**src/rtl/bridge_gate_pkg.sv**
```systemverilog
`timescale 1ns/1ps
package bridge_gate_pkg;
  // Which switch of a leg the guarded logic wants on.
  typedef enum logic [1:0] {
    LEG_OFF  = 2'd0,
    LEG_LOW  = 2'd1,
    LEG_HIGH = 2'd2
  } leg_req_t;

  // The lowside command decides alone: 1 selects the lowside, 0 the highside.
  function automatic leg_req_t leg_request(input logic lo_cmd);
    return lo_cmd ? LEG_LOW : LEG_HIGH;
  endfunction
endpackage

```
**src/rtl/bg_sync.sv**
```systemverilog
`timescale 1ns/1ps
module bg_sync #(
  parameter int W = 1,
  parameter logic [W-1:0] RST_VAL = '0
) (
  input  logic         clk,
  input  logic         rst,
  input  logic [W-1:0] d,
  output logic [W-1:0] q
);
  logic [W-1:0] meta;

  always_ff @(posedge clk) begin
    if (rst) begin
      meta <= RST_VAL;
      q    <= RST_VAL;
    end else begin
      meta <= d;
      q    <= meta;
    end
  end
endmodule

```
**src/rtl/bg_lockout.sv**
```systemverilog
`timescale 1ns/1ps
module bg_lockout (
  input  logic clk,
  input  logic rst,
  input  logic below_s,
  input  logic above_s,
  output logic locked
);
  always_ff @(posedge clk) begin
    if (rst)          locked <= 1'b1;
    else if (below_s) locked <= 1'b1;
    else if (above_s) locked <= 1'b0;
  end

  assert_lock_hold_R7: assert property (@(posedge clk) disable iff (rst)
    (!below_s && !above_s) |=> $stable(locked));
  assert_lock_set_R7: assert property (@(posedge clk) disable iff (rst)
    below_s |=> locked);
endmodule

```
**src/rtl/bg_leg.sv**
```systemverilog
`timescale 1ns/1ps
module bg_leg
  import bridge_gate_pkg::*;
#(
  parameter int DT_W = 4
) (
  input  logic            clk,
  input  logic            rst,
  input  logic            force_off,
  input  logic            bypass,
  input  logic            lo_s,
  input  logic            hi_s,
  input  logic [DT_W-1:0] dead,
  output logic            hi_q,
  output logic            lo_q
);
  logic [DT_W-1:0] gap_cnt;
  logic [DT_W-1:0] dead_m1;
  leg_req_t        want;
  logic            drop;
  logic            idle;

  assign dead_m1 = dead - 1'b1;
  assign want    = leg_request(lo_s);
  assign drop    = (lo_q && want != LEG_LOW) || (hi_q && want != LEG_HIGH);
  assign idle    = !hi_q && !lo_q;

  always_ff @(posedge clk) begin
    if (rst || force_off) begin
      hi_q    <= 1'b0;
      lo_q    <= 1'b0;
      gap_cnt <= '0;
    end else if (bypass) begin
      hi_q    <= hi_s;
      lo_q    <= lo_s;
      gap_cnt <= '0;
    end else if (drop) begin
      hi_q    <= 1'b0;
      lo_q    <= 1'b0;
      gap_cnt <= '0;
    end else if (idle) begin
      if (gap_cnt >= dead_m1) begin
        lo_q <= (want == LEG_LOW);
        hi_q <= (want == LEG_HIGH);
      end else begin
        gap_cnt <= gap_cnt + 1'b1;
      end
    end
  end

  // no overlap when the last update ran in guarded mode
  assert_no_overlap_R4: assert property (@(posedge clk) disable iff (rst)
    !$past(bypass) |-> !(hi_q && lo_q));
  // a switch only rises after its partner was already off
  assert_gap_hi_R5: assert property (@(posedge clk) disable iff (rst)
    ($rose(hi_q) && !$past(bypass)) |-> !$past(lo_q));
  assert_gap_lo_R5: assert property (@(posedge clk) disable iff (rst)
    ($rose(lo_q) && !$past(bypass)) |-> !$past(hi_q));
  // no turn-on straight out of a forced-off cycle
  assert_release_gap_R8: assert property (@(posedge clk) disable iff (rst)
    (($rose(hi_q) || $rose(lo_q)) && !$past(bypass)) |-> !$past(force_off));
endmodule

```
**src/rtl/bridge_gate_seq.sv**
```systemverilog
`timescale 1ns/1ps
module bridge_gate_seq #(
  parameter int NUM_LEGS = 3,
  parameter int DT_W     = 4,
  parameter int DEAD_RST = 4
) (
  input  logic                clk,
  input  logic                rst,
  input  logic [NUM_LEGS-1:0] lo_cmd,
  input  logic [NUM_LEGS-1:0] hi_cmd,
  input  logic                en_n,
  input  logic                uv_below,
  input  logic                uv_above,
  input  logic [DT_W-1:0]     dead_cnt,
  input  logic                dt_bypass,
  output logic [NUM_LEGS-1:0] hi_gate,
  output logic [NUM_LEGS-1:0] lo_gate
);
  localparam int SW = 2 * NUM_LEGS + 3;
  localparam logic [SW-1:0] SYNC_RST = {1'b0, 1'b1, 1'b1, {NUM_LEGS{1'b1}}, {NUM_LEGS{1'b1}}};

  logic [SW-1:0]       raw_in;
  logic [SW-1:0]       sync_out;
  logic [NUM_LEGS-1:0] lo_s, hi_s;
  logic                en_s, below_s, above_s;
  logic                locked;
  logic                force_off;
  logic [DT_W-1:0]     dead_r;
  logic                byp_r;
  logic                direct;

  assign raw_in = {uv_above, uv_below, en_n, hi_cmd, lo_cmd};

  bg_sync #(.W(SW), .RST_VAL(SYNC_RST)) u_sync (
    .clk(clk), .rst(rst), .d(raw_in), .q(sync_out)
  );

  assign lo_s    = sync_out[NUM_LEGS-1:0];
  assign hi_s    = sync_out[2*NUM_LEGS-1:NUM_LEGS];
  assign en_s    = sync_out[2*NUM_LEGS];
  assign below_s = sync_out[2*NUM_LEGS+1];
  assign above_s = sync_out[2*NUM_LEGS+2];

  // Quasi-static configuration, registered once.
  always_ff @(posedge clk) begin
    if (rst) begin
      dead_r <= DT_W'(DEAD_RST);
      byp_r  <= 1'b0;
    end else begin
      dead_r <= dead_cnt;
      byp_r  <= dt_bypass;
    end
  end

  assign direct = byp_r || (dead_r == '0);

  bg_lockout u_lock (
    .clk(clk), .rst(rst), .below_s(below_s), .above_s(above_s), .locked(locked)
  );

  assign force_off = en_s || locked;

  for (genvar g = 0; g < NUM_LEGS; g++) begin : g_leg
    bg_leg #(.DT_W(DT_W)) u_leg (
      .clk(clk), .rst(rst), .force_off(force_off), .bypass(direct),
      .lo_s(lo_s[g]), .hi_s(hi_s[g]), .dead(dead_r),
      .hi_q(hi_gate[g]), .lo_q(lo_gate[g])
    );
  end

  assert_en_off_R2: assert property (@(posedge clk) disable iff (rst)
    $past(en_s) |-> (hi_gate == '0 && lo_gate == '0));
  assert_lock_off_R7: assert property (@(posedge clk) disable iff (rst)
    $past(locked) |-> (hi_gate == '0 && lo_gate == '0));
endmodule

```
**config.mk**
```make
export PLATFORM = sky130hd
export DESIGN_NAME = bridge_gate_seq
export DESIGN_NICKNAME = d
export VERILOG_FILES = /design/src/rtl/bridge_gate_pkg.sv /design/src/rtl/bg_sync.sv /design/src/rtl/bg_lockout.sv /design/src/rtl/bg_leg.sv /design/src/rtl/bridge_gate_seq.sv
export SDC_FILE = /design/constraint.sdc
export NUM_CORES = 1
export LEC_CHECK = 0
export ABC_CLOCK_PERIOD_IN_PS = 3100
export BUFFER_PORTS_ARGS = -buffer_cell sky130_fd_sc_hd__buf_2
export CAP_MARGIN = 40
export CELL_PAD_IN_SITES_DETAIL_PLACEMENT = 0
export CELL_PAD_IN_SITES_GLOBAL_PLACEMENT = 1
export CORE_MARGIN = 2
export CORE_UTILIZATION = 47
export CTS_BUF_LIST = sky130_fd_sc_hd__clkbuf_8
export DETAILED_ROUTE_END_ITERATION = 6
export PLACE_DENSITY_LB_ADDON = 0.1
export SYNTH_ARGS = -nofsm -noshare
export SYNTH_HDL_FRONTEND = slang
export SYNTH_HIERARCHICAL = 1
export SYNTH_SLANG_ARGS = --single-unit
```
**constraint.sdc**
```tcl
create_clock -name clk -period 3.1 [get_ports clk]
set_input_delay 0.465 -clock clk [delete_from_list [all_inputs] [get_ports clk]]
set_output_delay 0.465 -clock clk [all_outputs]
set_load 0.01 [all_outputs]
```
# == Yosys cells after proc, flatten, opt, wreduce, memory -nomap -nowiden ==
# Cells that the tools add are included.
# classes
n_eq_ne,12
n_reduce_logical,38
add_sub_neg,4
n_lt_le_gt_ge,3
n_mux,27
bitwise,3
# ops
operator,n
2-to-1 mux 1 bit,24
nonzero test 3 bit,6
"adder 4 x 1 -> 4 bit, second input constant",3
>= comparator 4 bit,3
AND reduction 2 bit,6
logical AND 1 bit,9
OR reduction 3 bit,3
"== test 2 x 1 -> 1 bit, second input constant",3
"== test 2 bit, second input constant",3
logical NOT 1 bit,6
logical OR 1 bit,6
2-to-1 mux 2 bit,3
"!= test 2 x 1 -> 1 bit, second input constant",3
"!= test 2 bit, second input constant",3
logical NOT 4 bit,1
"subtractor 4 x 1 -> 4 bit, second input constant",1
inverter 1 bit,3
OR reduction 2 bit,1
# word_totals
word_cells,101
inputBits,16
ff_bits,42

# == Logic depth before layout (Yosys ltp) ==
# Gate-level depths: netlist (run 1).
# logic_depth
word_depth,6
depth_mapped,9
ltp_nobuf,9

# == Cells and area by module ==
# Netlist (run 1), hierarchy kept.
# by_module_without_submodules
module,seq_area_each_um2,cells_each,area_each_um2,instances
bg_leg,120.1,47,431.7,3
bg_sync,360.3,37,489.2,1
bridge_gate_seq,100.1,13,157.7,1
bg_lockout,20.0,4,32.5,1

# == Worst setup path after synthesis (run 1) ==
# Ideal clock, no wire load.
# synth_path
kind,register -> register
start,reg dead_r[0]
end,reg g_leg[0].u_leg.gap_cnt[3]
path_stages_with_launch,10
synth_period_minus_slack_ps,2392
n_path_buf,0
t_required_ps,2977
setup_ps,123
setup_slack_ps,708
arrival_ps,2268
cell_sequence,dfxtp_1 -> inv_1 -> ha_1 -> xnor2_1 -> ha_1 -> or4_1 -> a21o_1 -> a21oi_4 -> nand4_1 -> mux2_1
# synth_via
elab_chain_len,4
# synth_rtl
item,line,source
"start, declared",bridge_gate_seq.sv:28,logic [DT_W-1:0] dead_r;
"start signal, assigned",bridge_gate_seq.sv:47,dead_r <= DT_W'(DEAD_RST);
"start signal, assigned",bridge_gate_seq.sv:50,dead_r <= dead_cnt;
subtractor 4 x 1 -> 4 bit,bg_leg.sv:23,assign dead_m1 = dead - 1'b1;
>= comparator 4 bit,bg_leg.sv:42,if (gap_cnt >= dead_m1) begin
inverter 1 bit (no line),--,
AND reduction 2 bit (no line),--,
"end signal, assigned",bg_leg.sv:46,gap_cnt <= gap_cnt + 1'b1;
"end, declared",bg_leg.sv:17,logic [DT_W-1:0] gap_cnt;
# Several ways; a longest one is shown, not always the timed one.
# A chain may end at the register's enable or synchronous reset.

# == Worst setup path in the final report (run 1) ==
# layout_path
start,reg dead_r[0]
end,reg g_leg[2].u_leg.gap_cnt[3]
# layout_via
elab_chain_len,4
# layout_rtl
item,line
subtractor 4 x 1 -> 4 bit,bg_leg.sv:23
>= comparator 4 bit,bg_leg.sv:42
inverter 1 bit (no line),--
AND reduction 2 bit (no line),--
"end signal, assigned",bg_leg.sv:46
"end, declared",bg_leg.sv:17
# Several ways; a longest one is shown, not always the timed one.

==> impl_metrics.csv, run 1 <==
group,metric,value,unit
clock_network,cts.clk_slew.worst_paths,0.08,ns
timing,fin_setup_tns,0,ns
timing,grt_setup_unrepaired,"false",
clock_network,clock-sinks,42,
yosys,netlist_area,1970,sq um
critical_path,crit_arrival,2.76,ns
yosys,synth_xor_area_share,3.99,%
critical_path,cp_top_family,"simple AND/OR/NAND/NOR gates",
layout,fin_area,2230,sq um
timing,hold_violations,0,
die,initial_core_util,49.0,%
critical_path,start_kind,"flip-flop",
yosys,synth_flop_cell,"dfxtp_1",
yosys,syn_inst,195,
timing,worst_pin_slew,0.617,ns
layout,drive_gt1_share,20.5,%
global_route,antenna_found_initial,0,
clock_network,post_cts_resized,0,
die,core.rowCount,23,
yosys,synth-compound-area-share,12.7,%
die,die_width,68.8,um
clock_network,cts_buffers,5,
clock_network,insertion_delay,0.29,ns
die,io_pins,22,
run,maxCapViolCount,0,
timing,setup_viol,0,
drt,antenna_left,0,
yosys,yosys.area_share.simple,21.4,%
drt,drc,0,
status,status,"completed",
clock_network,htree_levels,2,
yosys,synth_edf_count,0,
power_and_ir_drop,leakage,1.01,nW
global_route,grt_max_degree,34,
timing,fin_crit_sh,83.3,%
layout,nets,257,
critical_path,worstSetupPathType,"flip-flop to flip-flop",
layout,fin_util,55.3,%
critical_path,cpMostUsedCell,"ha_1",
yosys,synth_top_area_share,42.6,%
yosys,syn_area_per_cell,10.1,sq um
global_route,grt_pass1_vias,1427,
drt,dr.pass1.iters,4,
layout,antenna_cells,0,
timing,final-max-slew-violation-count,0,
global_route,grt_pass1_wl,6130,um
drt,avgRoutedWirePerCell,12.7,um
clock_network,root_buffer,"clkbuf_8",
drt,via_per_inst,5.24,
critical_path,cp.required,3.28,ns
critical_path,worstPathCellList,"inv_1 > ha_1 > xnor2_1 > ha_1 > or4_1 > a21o_1 > a21oi_4 > nand4_1 > mux2_1",
clock_network,cts_tree,"done",
hold_path,min_path_type,"input port to flip-flop",
yosys,ys_seq_area_share,42.6,%
layout,syn2layout_area_growth,12.9,%
place,dpl.hpwl,2620,um
clock_network,cts_post_setup_buffers_inserted,0,
yosys,yosys_warnings,6,
yosys,yosysMostFrequentCell,"dfxtp_1",
die,dieArea,4740,sq um
critical_path,crit_slowest_cell,"or4_1",
drt,routed_wl,3480,um
critical_path,max_stage_delay,0.48,ns
yosys,synth_commonest_cells,"dfxtp_1, ha_1, inv_1, nor2_1, nor3_1",
global_route,grt-ovfl-total,0,
yosys,synth_fp_nets,229,
power_and_ir_drop,ir_drop,284,uV
die,core_area,4030,sq um
yosys,ys_types,31,
yosys,synth_top_area_cell,"dfxtp_1",
timing,slew-limit-headroom,58.4,%
place,portBuffers,21,
yosys,async_flop_share,0,%
yosys,synthAdderAreaFrac,11.4,%
clock_network,cts_hold_buf,0,
clock_network,clockBufferDepth,2,
global_route,grt_usage,17.8,%
timing,timing.hold.ws,0.353,ns
yosys,synthMuxAreaShare,4.75,%
timing,period_minus_slack,2.58,ns
timing,max_freq,0.387,GHz
timing,fin_worst_skew,0.00428,ns
critical_path,crit_path_max_fanout,7,
drt,vias,1437,
power_and_ir_drop,power.density,455,nW/um^2
drt,drt-initial-drc-count,45,
die,die_y,68.8,um
critical_path,end_kind,"flip-flop",
yosys,synth_area_leaders,"dfxtp_1, ha_1, xnor2_1, or2_1, mux2i_1",
yosys,synth_top_family_by_area,"simple AND/OR/NAND/NOR gates",
place,place_area,2140,sq um
place,gp_congestion,0.838,
yosys,ys_ff_latch,42,
critical_path,crit_buf_inv,1,
-- cell usage in the layout, fill, tap and decap left out, types with 4 or more instances in the layout --
master and instances:
nor3_1 12, ha_1 18, nor2_1 13, inv_1 15
xnor2_1 9, a21oi_1 6, dfxtp_1 42, clkbuf_8 6
mux2i_1 6, or2_2 8, buf_2 21, or2_1 10
nor2b_1 4
-- flip-flops by register name (all words and copies together), names as in the netlist --
| signal | count |
|---|---|
| dead_r | 4 |
| g_leg.u_leg/gap_cnt | 12 |
| g_leg.u_leg/lo_q | 3 |
| u_sync/q | 9 |
| u_sync/meta | 9 |
| u_lock/locked | 1 |
| byp_r | 1 |
| g_leg.u_leg/hi_q | 3 |
-- per-stage QoR --
stage | worst slack, ns | power, mW | std cells
CTS | 0.517 | 1.03 | 274
detailed placement | 0.533 | 0.676 | 266
global route | 0.373 | 1.08 | 274
global placement | 0.584 | 0.674 | 266
floorplan | 0.708 | 0.648 | 195
finish | 0.517 | 1.02 | 274
-- report_power, final --
group          switching (mW)  leakage, nW  internal, mW
Clock                   0.176       0.0524         0.176
Combinational          0.0500        0.618        0.0507
Sequential            0.00908        0.344         0.554
-- final timing paths --
check / slack, ns / cells past startpoint / from / end
worst min-delay path: 0.35 / 2 / en_n / u_sync/meta[6]$_SDFF_PP1_
worst min register to register: 0.40 / 1 / u_sync/q[8]$_SDFF_PP0_ / u_lock/locked$_SDFFE_PP1P_
worst max-delay path: 0.52 / 9 / dead_r[0]$_SDFF_PP0_ / g_leg[2].u_leg/gap_cnt[3]$_SDFFE_PP0P_
worst max register to register: 0.52 / 9 / dead_r[0]$_SDFF_PP0_ / g_leg[2].u_leg/gap_cnt[3]$_SDFFE_PP0P_
-- layer usage --
metal  GRT usage [%]  up-vias  part of all wire, %
met3            4.71        7                  3.5
met2            30.5       32                   48
li1                -      741                    -
met1            20.5      657                   47
met5               0        -                    0
met4            8.58        0                  2.0
-- cell families (layout without fill, tap and decap cells) --
| group | after synthesis | count (layout) |
|---|---|---|
| muxes | 9 | 9 |
| buffers and inverters | 15 | 44 |
| DFF | 42 | 42 |
| and+or+nand+nor | 73 | 73 |
| xor gates and xnor gates | 9 | 9 |
| adders and majority gates | 18 | 18 |
| AOI/OAI and AO/OA | 29 | 29 |
-- worst register-to-register path, stage by stage (launching register included) --
cell and delay [ns]:
dfxtp_1 0.45, inv_1 0.10, ha_1 0.22, xnor2_1 0.12, ha_1 0.20, or4_1 0.48
a21o_1 0.22, a21oi_4 0.23, nand4_1 0.13, mux2_1 0.32
-- final cells by class --
| type | count | area (sq um) |
|---|---|---|
| multi-input cells | 138 | 1070 |
| clock buffers | 6 | 82.6 |
| clock inverters | 2 | 8.76 |
| repair buffers | 22 | 113 |
| flip-flops and latches | 42 | 841 |
| fillers | 378 | 1800 |
| well taps | 50 | 62.6 |
| inverters | 14 | 52.6 |
No activity file was read; power rests on OpenSTA's default activity.
==> run 2, diff against run 1 <==
Settings changed: ABC_CLOCK_PERIOD_IN_PS 3100 to 2360, CORE_UTILIZATION 47 to 42.
Clock period 3.1 ns to 2.36 ns, I/O delays scaled along.
==> run 2 against run 1 <==
Sequential power rose by 31%. Combinational power rose by 76%. Sequential share of layout area fell by 3.0 points. Global-route usage fell by 2.1 points. Worst hold slack got worse by 0.12 ns. Count of clock-buffer cells in the layout fell by 1. Die area rose by 11%. Largest cell class unchanged. Wire length rose by 12%. Design area rose by 9.7%.
==> impl_metrics.csv, run 2 (synthesized netlist as in run 1, its figures left out) <==
group,metric,value,unit
status,status,"completed",
timing,timing.hold.ws,0.235,ns
drt,drc,0,
timing,max_freq,0.428,GHz
place,dpl.hpwl,2840,um
global_route,grt_pass1_vias,1501,
place,portBuffers,21,
place,dp.cells,277,
timing,final-max-slew-violation-count,0,
global_route,grt_max_degree,26,
layout,fill_cells,403,
layout,syn2layout_area_growth,23.9,%
drt,dr.pass1.iters,4,
drt,vias,1500,
timing,worst_pin_slew,0.583,ns
drt,highest_layer,"met4",
layout,top_regs,"g_leg.u_leg/gap_cnt: 12 flops, u_sync/meta: 9 flops, u_sync/q: 9 flops",
die,core.rowCount,24,
timing,fin_worst_skew,0.00511,ns
layout,fin_util,55.0,%
power_and_ir_drop,power.density,564,nW/um^2
global_route,grt_usage,15.7,%
power_and_ir_drop,leakage,1.10,nW
critical_path,setup.worst_path.start,"dead_r[1]$_SDFF_PP0_",
layout,most-common-layout-cells,"dfxtp_1, buf_2, buf_4",
timing,slew-limit-headroom,60.7,%
clock_network,clockBufferDepth,2,
clock_network,htree_levels,2,
timing,setup_ws,0.0251,ns
layout,largest-register,"g_leg.u_leg/gap_cnt",
drt,route.met3.wl,101,um
die,io_pins,22,
critical_path,max_stage_delay,0.40,ns
timing,grt_setup_unrepaired,"true",
clock_network,clock-sinks,42,
clock_network,root_buffer,"clkbuf_8",
drt,drt-initial-drc-count,35,
layout,mostFrequentLayoutCell,"dfxtp_1",
layout,largest_reg_flops,12,
hold_path,min_path_type,"input port to flip-flop",
die,die_width,72.6,um
critical_path,crit_slowest_cell,"dfxtp_4",
layout,stdcell_count,291,
drt,avgRoutedWirePerCell,13.5,um
critical_path,rrSetupSlack,0.03,ns
power_and_ir_drop,ir_drop,486,uV
clock_network,insertion_delay,0.29,ns
die,initial_core_util,44.4,%
timing,hold_violations,0,
die,die_y,72.6,um
layout,nets,272,
critical_path,r2r_cells,9,
run,maxCapViolCount,0,
clock_network,cts.clk_slew.worst_paths,0.08,ns
layout,fin_area,2450,sq um
power_and_ir_drop,p_total,1.38,mW
drt,route.met2.wl,1970,um
critical_path,crit_end,"g_leg[0].u_leg/gap_cnt[3]$_SDFFE_PP0P_",
critical_path,start_kind,"flip-flop",
clock_network,cts_tree,"done",
critical_path,crit_path_max_fanout,6,
clock_network,cts_hold_buf,0,
global_route,grt_pass1_wl,6510,um
drt,antenna_left,0,
critical_path,cp.required,2.54,ns
place,gp_congestion,0.764,
drt,routed_wl,3920,um
drt,via_per_inst,5.15,
clock_network,cts_buffers,5,
die,core_area,4440,sq um
place,place_ws,-0.0938,ns
timing,setup_viol,0,
timing,fin_setup_tns,0,ns
critical_path,worstSetupPathType,"flip-flop to flip-flop",
layout,antenna_cells,0,
critical_path,end_kind,"flip-flop",
timing,fin_crit_sh,98.9,%
place,place_area,2210,sq um
critical_path,crit_arrival,2.51,ns
global_route,antenna_found_initial,0,
drt,wl_met1,1790,um
die,dieArea,5270,sq um
critical_path,reg2reg_to,"g_leg[0].u_leg/gap_cnt[3]$_SDFFE_PP0P_",
layout,drive_gt1_share,36.4,%
critical_path,worstPathCellList,"inv_4 > ha_4 > xnor2_2 > ha_2 > o21a_1 > or3_4 > a21oi_4 > nand4_1 > mux2_4",
global_route,grt-ovfl-total,0,
timing,period_minus_slack,2.33,ns
critical_path,worstReg2RegStart,"dead_r[1]$_SDFF_PP0_",
[run 2: worst max-delay path, delay by kind of cell, from the launching register on]
family,cells,cell delay (ns)
and+or+nand+nor,2,0.50
adders and majority gates,2,0.44
DFF,1,0.40
AOI/OAI and AO/OA,2,0.36
muxes,1,0.32
xor gates and xnor gates,1,0.15
buffers and inverters,1,0.04
[run 2: how the worst min path moves through the flow]
| stage | cells after the start | to | startpoint | slack (ns) |
|---|---|---|---|---|
| 2_1_floorplan | 1 | u_lock/locked$_SDFFE_PP1P_ | u_sync/q[8]$_SDFF_PP0_ | 0.38 |
| 3_3_place_gp | 1 | u_sync/q[1]$_SDFF_PP1_ | u_sync/meta[1]$_SDFF_PP1_ | 0.39 |
| 3_5_place_dp | 1 | u_lock/locked$_SDFFE_PP1P_ | u_sync/q[8]$_SDFF_PP0_ | 0.39 |
| 4_1_cts | 2 | u_sync/meta[7]$_SDFF_PP1_ | uv_below | 0.23 |
| 5_1_grt | 2 | u_sync/meta[3]$_SDFF_PP1_ | hi_cmd[0] | 0.23 |
| 6_report | 2 | u_sync/meta[7]$_SDFF_PP1_ | uv_below | 0.23 |
[run 2: repair_timing]
action,in CTS,in global routing
gates resized for setup,9,20
hold endpoints to repair,0,0
gates cloned,0,0
buffers inserted,3,3
pin swaps,3,9
endpoints found under the setup margin,7,8
[run 2: final cells by class]
cell class	count	area, sq um	share of cell area [%]
Multi-Input combinational cell	138	1160	47.4
Sequential cell	42	850	34.7
Timing Repair Buffer	37	229	9.36
Clock buffer	5	68.8	2.81
Tap cell	52	65.1	2.66
Inverter	14	55.1	2.25
Clock inverter	3	18.8	0.767
[run 2: power breakdown]
group / internal [mW] / switching, mW
Clock: 0.208 / 0.254
Combinational: 0.0980 / 0.0800
Sequential: 0.726 / 0.0136
Total: 1.03 / 0.348
[run 2: per-layer routing]
metal  vias up  global-route usage [%]
li1        770                       -
met1       704                    18.7
met2        20                    27.8
met3         6                    3.61
met4         0                    4.94
met5         -                       0
==> run 3, diff against run 2 <==
Settings changed: ABC_AREA set to 1, CORE_UTILIZATION 42 to 40.
==> run 3 against run 2 <==
Synthesized cell count up 46%. Critical path depth down 1. Wire length decreased by 5.1%. Register-to-register slack improved by 0.52 ns. Die area up 13%. Design area shrank 1.4%. Worst hold slack got worse by 0.0013 ns. First-iteration DRC count up 100%. Synthesized area up 8.4%. Sequential power is essentially flat.
==> impl_metrics.csv, run 3 <==
group,metric,value,unit
drt,avgRoutedWirePerCell,9.71,um
drt,vias,1738,
run,maxCapViolCount,0,
timing,setup_ws,0.547,ns
timing,fin_setup_tns,0,ns
critical_path,setup.worst_path.start,"dead_r[0]$_SDFF_PP0_",
clock_network,htree_levels,2,
clock_network,clockBufferDepth,2,
timing,worst_pin_slew,0.521,ns
timing,setup_viol,0,
die,die_width,77.2,um
critical_path,reg2reg_to,"g_leg[1].u_leg/gap_cnt[3]$_SDFFE_PP0P_",
timing,max_freq,0.552,GHz
timing,slew-limit-headroom,65.2,%
place,place_ws,0.557,ns
clock_network,cts_hold_buf,0,
critical_path,max_stage_delay,0.45,ns
critical_path,cp_top_family,"flip-flops",
critical_path,start_kind,"flip-flop",
layout,most-common-layout-cells,"nand2_1, inv_1, dfxtp_1",
timing,grt_setup_unrepaired,"false",
yosys,synth_top_area_share,39.3,%
layout,largest-register,"g_leg.u_leg/gap_cnt",
yosys,netlist_area,2140,sq um
die,core.rowCount,26,
die,io_pins,22,
place,dpl.hpwl,2840,um
global_route,grt_pass1_wl,6860,um
layout,drive_gt1_share,16.3,%
drt,drc,0,
yosys,synth_area_leaders,"dfxtp_1, ha_1, nand2_1, inv_1, nand4_1",
clock_network,insertion_delay,0.29,ns
power_and_ir_drop,intPower,0.985,mW
yosys,ys_ff_latch,42,
yosys,syn_area_per_cell,7.51,sq um
clock_network,clock-sinks,42,
layout,mostFrequentLayoutCell,"nand2_1",
power_and_ir_drop,ir_drop,236,uV
die,core_area,5140,sq um
critical_path,worstReg2RegStart,"dead_r[0]$_SDFF_PP0_",
global_route,grt_pass1_vias,1636,
power_and_ir_drop,swShare,25.3,%
layout,syn2layout_area_growth,12.7,%
yosys,synth_flop_cell,"dfxtp_1",
power_and_ir_drop,power_frac_clock,34.9,%
clock_network,post_cts_resized,0,
timing,final-max-slew-violation-count,0,
critical_path,crit_buf_inv,1,
yosys,synth_fp_nets,319,
layout,fill_cells,549,
critical_path,rrSetupSlack,0.55,ns
clock_network,root_buffer,"clkbuf_8",
yosys,synth_edf_count,0,
drt,dr.pass1.iters,4,
critical_path,worstPathCellList,"inv_1 > ha_1 > xnor2_1 > ha_1 > a21oi_2 > nand3_1 > nand2_1 > a21oi_1",
place,gp_congestion,0.797,
power_and_ir_drop,combPwrFrac,9.1,%
die,die_y,77.2,um
layout,regArea,841,sq um
global_route,antenna_found_initial,0,
critical_path,crit_end,"g_leg[1].u_leg/gap_cnt[3]$_SDFFE_PP0P_",
yosys,yosysMostFrequentCell,"nand2_1",
yosys,synth_top_area_cell,"dfxtp_1",
layout,antenna_cells,0,
critical_path,cp.required,2.55,ns
timing,hold_violations,0,
layout,multi_input_comb_area,1070,sq um
clock_network,cts_post_setup_buffers_inserted,0,
global_route,grt_usage,14.0,%
layout,nets,346,
yosys,ys_seq_area_share,39.3,%
drt,antenna_left,0,
critical_path,worstSetupPathType,"flip-flop to flip-flop",
layout,top_regs,"g_leg.u_leg/gap_cnt: 12 flops, u_sync/meta: 9 flops, u_sync/q: 9 flops",
critical_path,cpMostUsedCell,"ha_1",
critical_path,r2r_cells,8,
power_and_ir_drop,p_seq_share,56.0,%
status,status,"completed",
critical_path,cp.depth,8,
critical_path,crit_slowest_cell,"dfxtp_1",
yosys,async_flop_share,0,%
power_and_ir_drop,leakage,1.17,nW
timing,period_minus_slack,1.81,ns
power_and_ir_drop,power.density,547,nW/um^2
critical_path,crit_path_max_fanout,7,
layout,largest_reg_flops,12,
timing,fin_crit_sh,76.8,%
power_and_ir_drop,netSwitchingPower,0.334,mW
yosys,ys_types,21,
yosys,synth_commonest_cells,"nand2_1, inv_1, dfxtp_1, ha_1, nor2_1",
clock_network,cts_buffers,5,
critical_path,crit_arrival,2.00,ns
hold_path,min_path_type,"input port to flip-flop",
yosys,yosys_warnings,6,
yosys,syn_inst,285,
drt,routed_wl,3720,um
critical_path,end_kind,"flip-flop",
timing,fin_worst_skew,0.00542,ns
drt,drt-initial-drc-count,71,
clock_network,cts.clk_slew.worst_paths,0.08,ns
place,portBuffers,21,
global_route,grt-ovfl-total,0,
clock_network,cts_tree,"done",
die,dieArea,5950,sq um
global_route,grt_max_degree,17,
drt,via_per_inst,4.54,
die,initial_core_util,41.7,%
-- run 3: power by group through the flow --
stage                     clock network, mW  logic (mW)  registers, mW
after CTS                             0.484       0.123          0.739
after global routing                  0.510       0.142          0.742
after detailed placement                  0       0.122          0.756
after floorplan                           0      0.0924          0.753
final                                 0.461       0.120          0.739
after global placement                    0       0.122          0.756
-- run 3: per-stage QoR --
stage	util (%)	hold slack (ns)	cell area, sq um	instances	power [mW]
after detailed placement	45.2	0.386	2320	375	0.878
final	46.9	0.233	2410	383	1.32
after floorplan	-	0.380	2140	285	0.845
after CTS	46.9	0.223	2410	383	1.35
after global routing	46.9	0.230	2410	383	1.39
after global placement	45.2	0.387	2320	375	0.877
-- run 3: kinds of logic after synthesis --
group	share of synthesized area (%)
and+or+nand+nor	29.0
xor gates and xnor gates	3.68
DFF	39.3
buffers and inverters	10.7
adders and majority gates	10.5
AOI/OAI and AO/OA	6.84
-- run 3: how the worst min path moves through the flow --
stage,cells after the start,startpoint,endpoint
2_1_floorplan,2,u_sync/meta[7]$_SDFF_PP1_,u_sync/q[7]$_SDFF_PP1_
3_3_place_gp,2,u_sync/meta[7]$_SDFF_PP1_,u_sync/q[7]$_SDFF_PP1_
3_5_place_dp,2,u_sync/meta[7]$_SDFF_PP1_,u_sync/q[7]$_SDFF_PP1_
4_1_cts,3,lo_cmd[0],u_sync/meta[0]$_SDFF_PP1_
5_1_grt,3,lo_cmd[1],u_sync/meta[1]$_SDFF_PP1_
6_report,3,lo_cmd[0],u_sync/meta[0]$_SDFF_PP1_
-- run 3: worst reg2reg max path, delay by kind of cell, from the launching register on --
family	cells	cell delay, ns
flip-flops	1	0.45
AND/OR/NAND/NOR	2	0.30
XOR/XNOR	1	0.12
AO/OA/AOI/OAI	2	0.33
adder cells (fa/ha/maj)	2	0.41
buffers and inverters	1	0.10
-- run 3: routing by layer --
layer	track usage [%]	part of all wire (%)	up-vias
li1	-	-	956
met1	18.1	50	752
met2	22.7	45	24
met3	3.65	3.0	6
met4	4.82	1.4	0
met5	0	0	-
-- run 3: layout make-up --
| type | instances | share of cell area, % |
|---|---|---|
| Multi-Input combinational cell | 184 | 44.4 |
| Inverter | 58 | 9.02 |
| Clock buffer | 5 | 2.85 |
| Timing Repair Buffer | 21 | 4.36 |
| Sequential cell | 42 | 34.9 |
| Clock inverter | 3 | 0.882 |
| Tap cell | 70 | 3.63 |
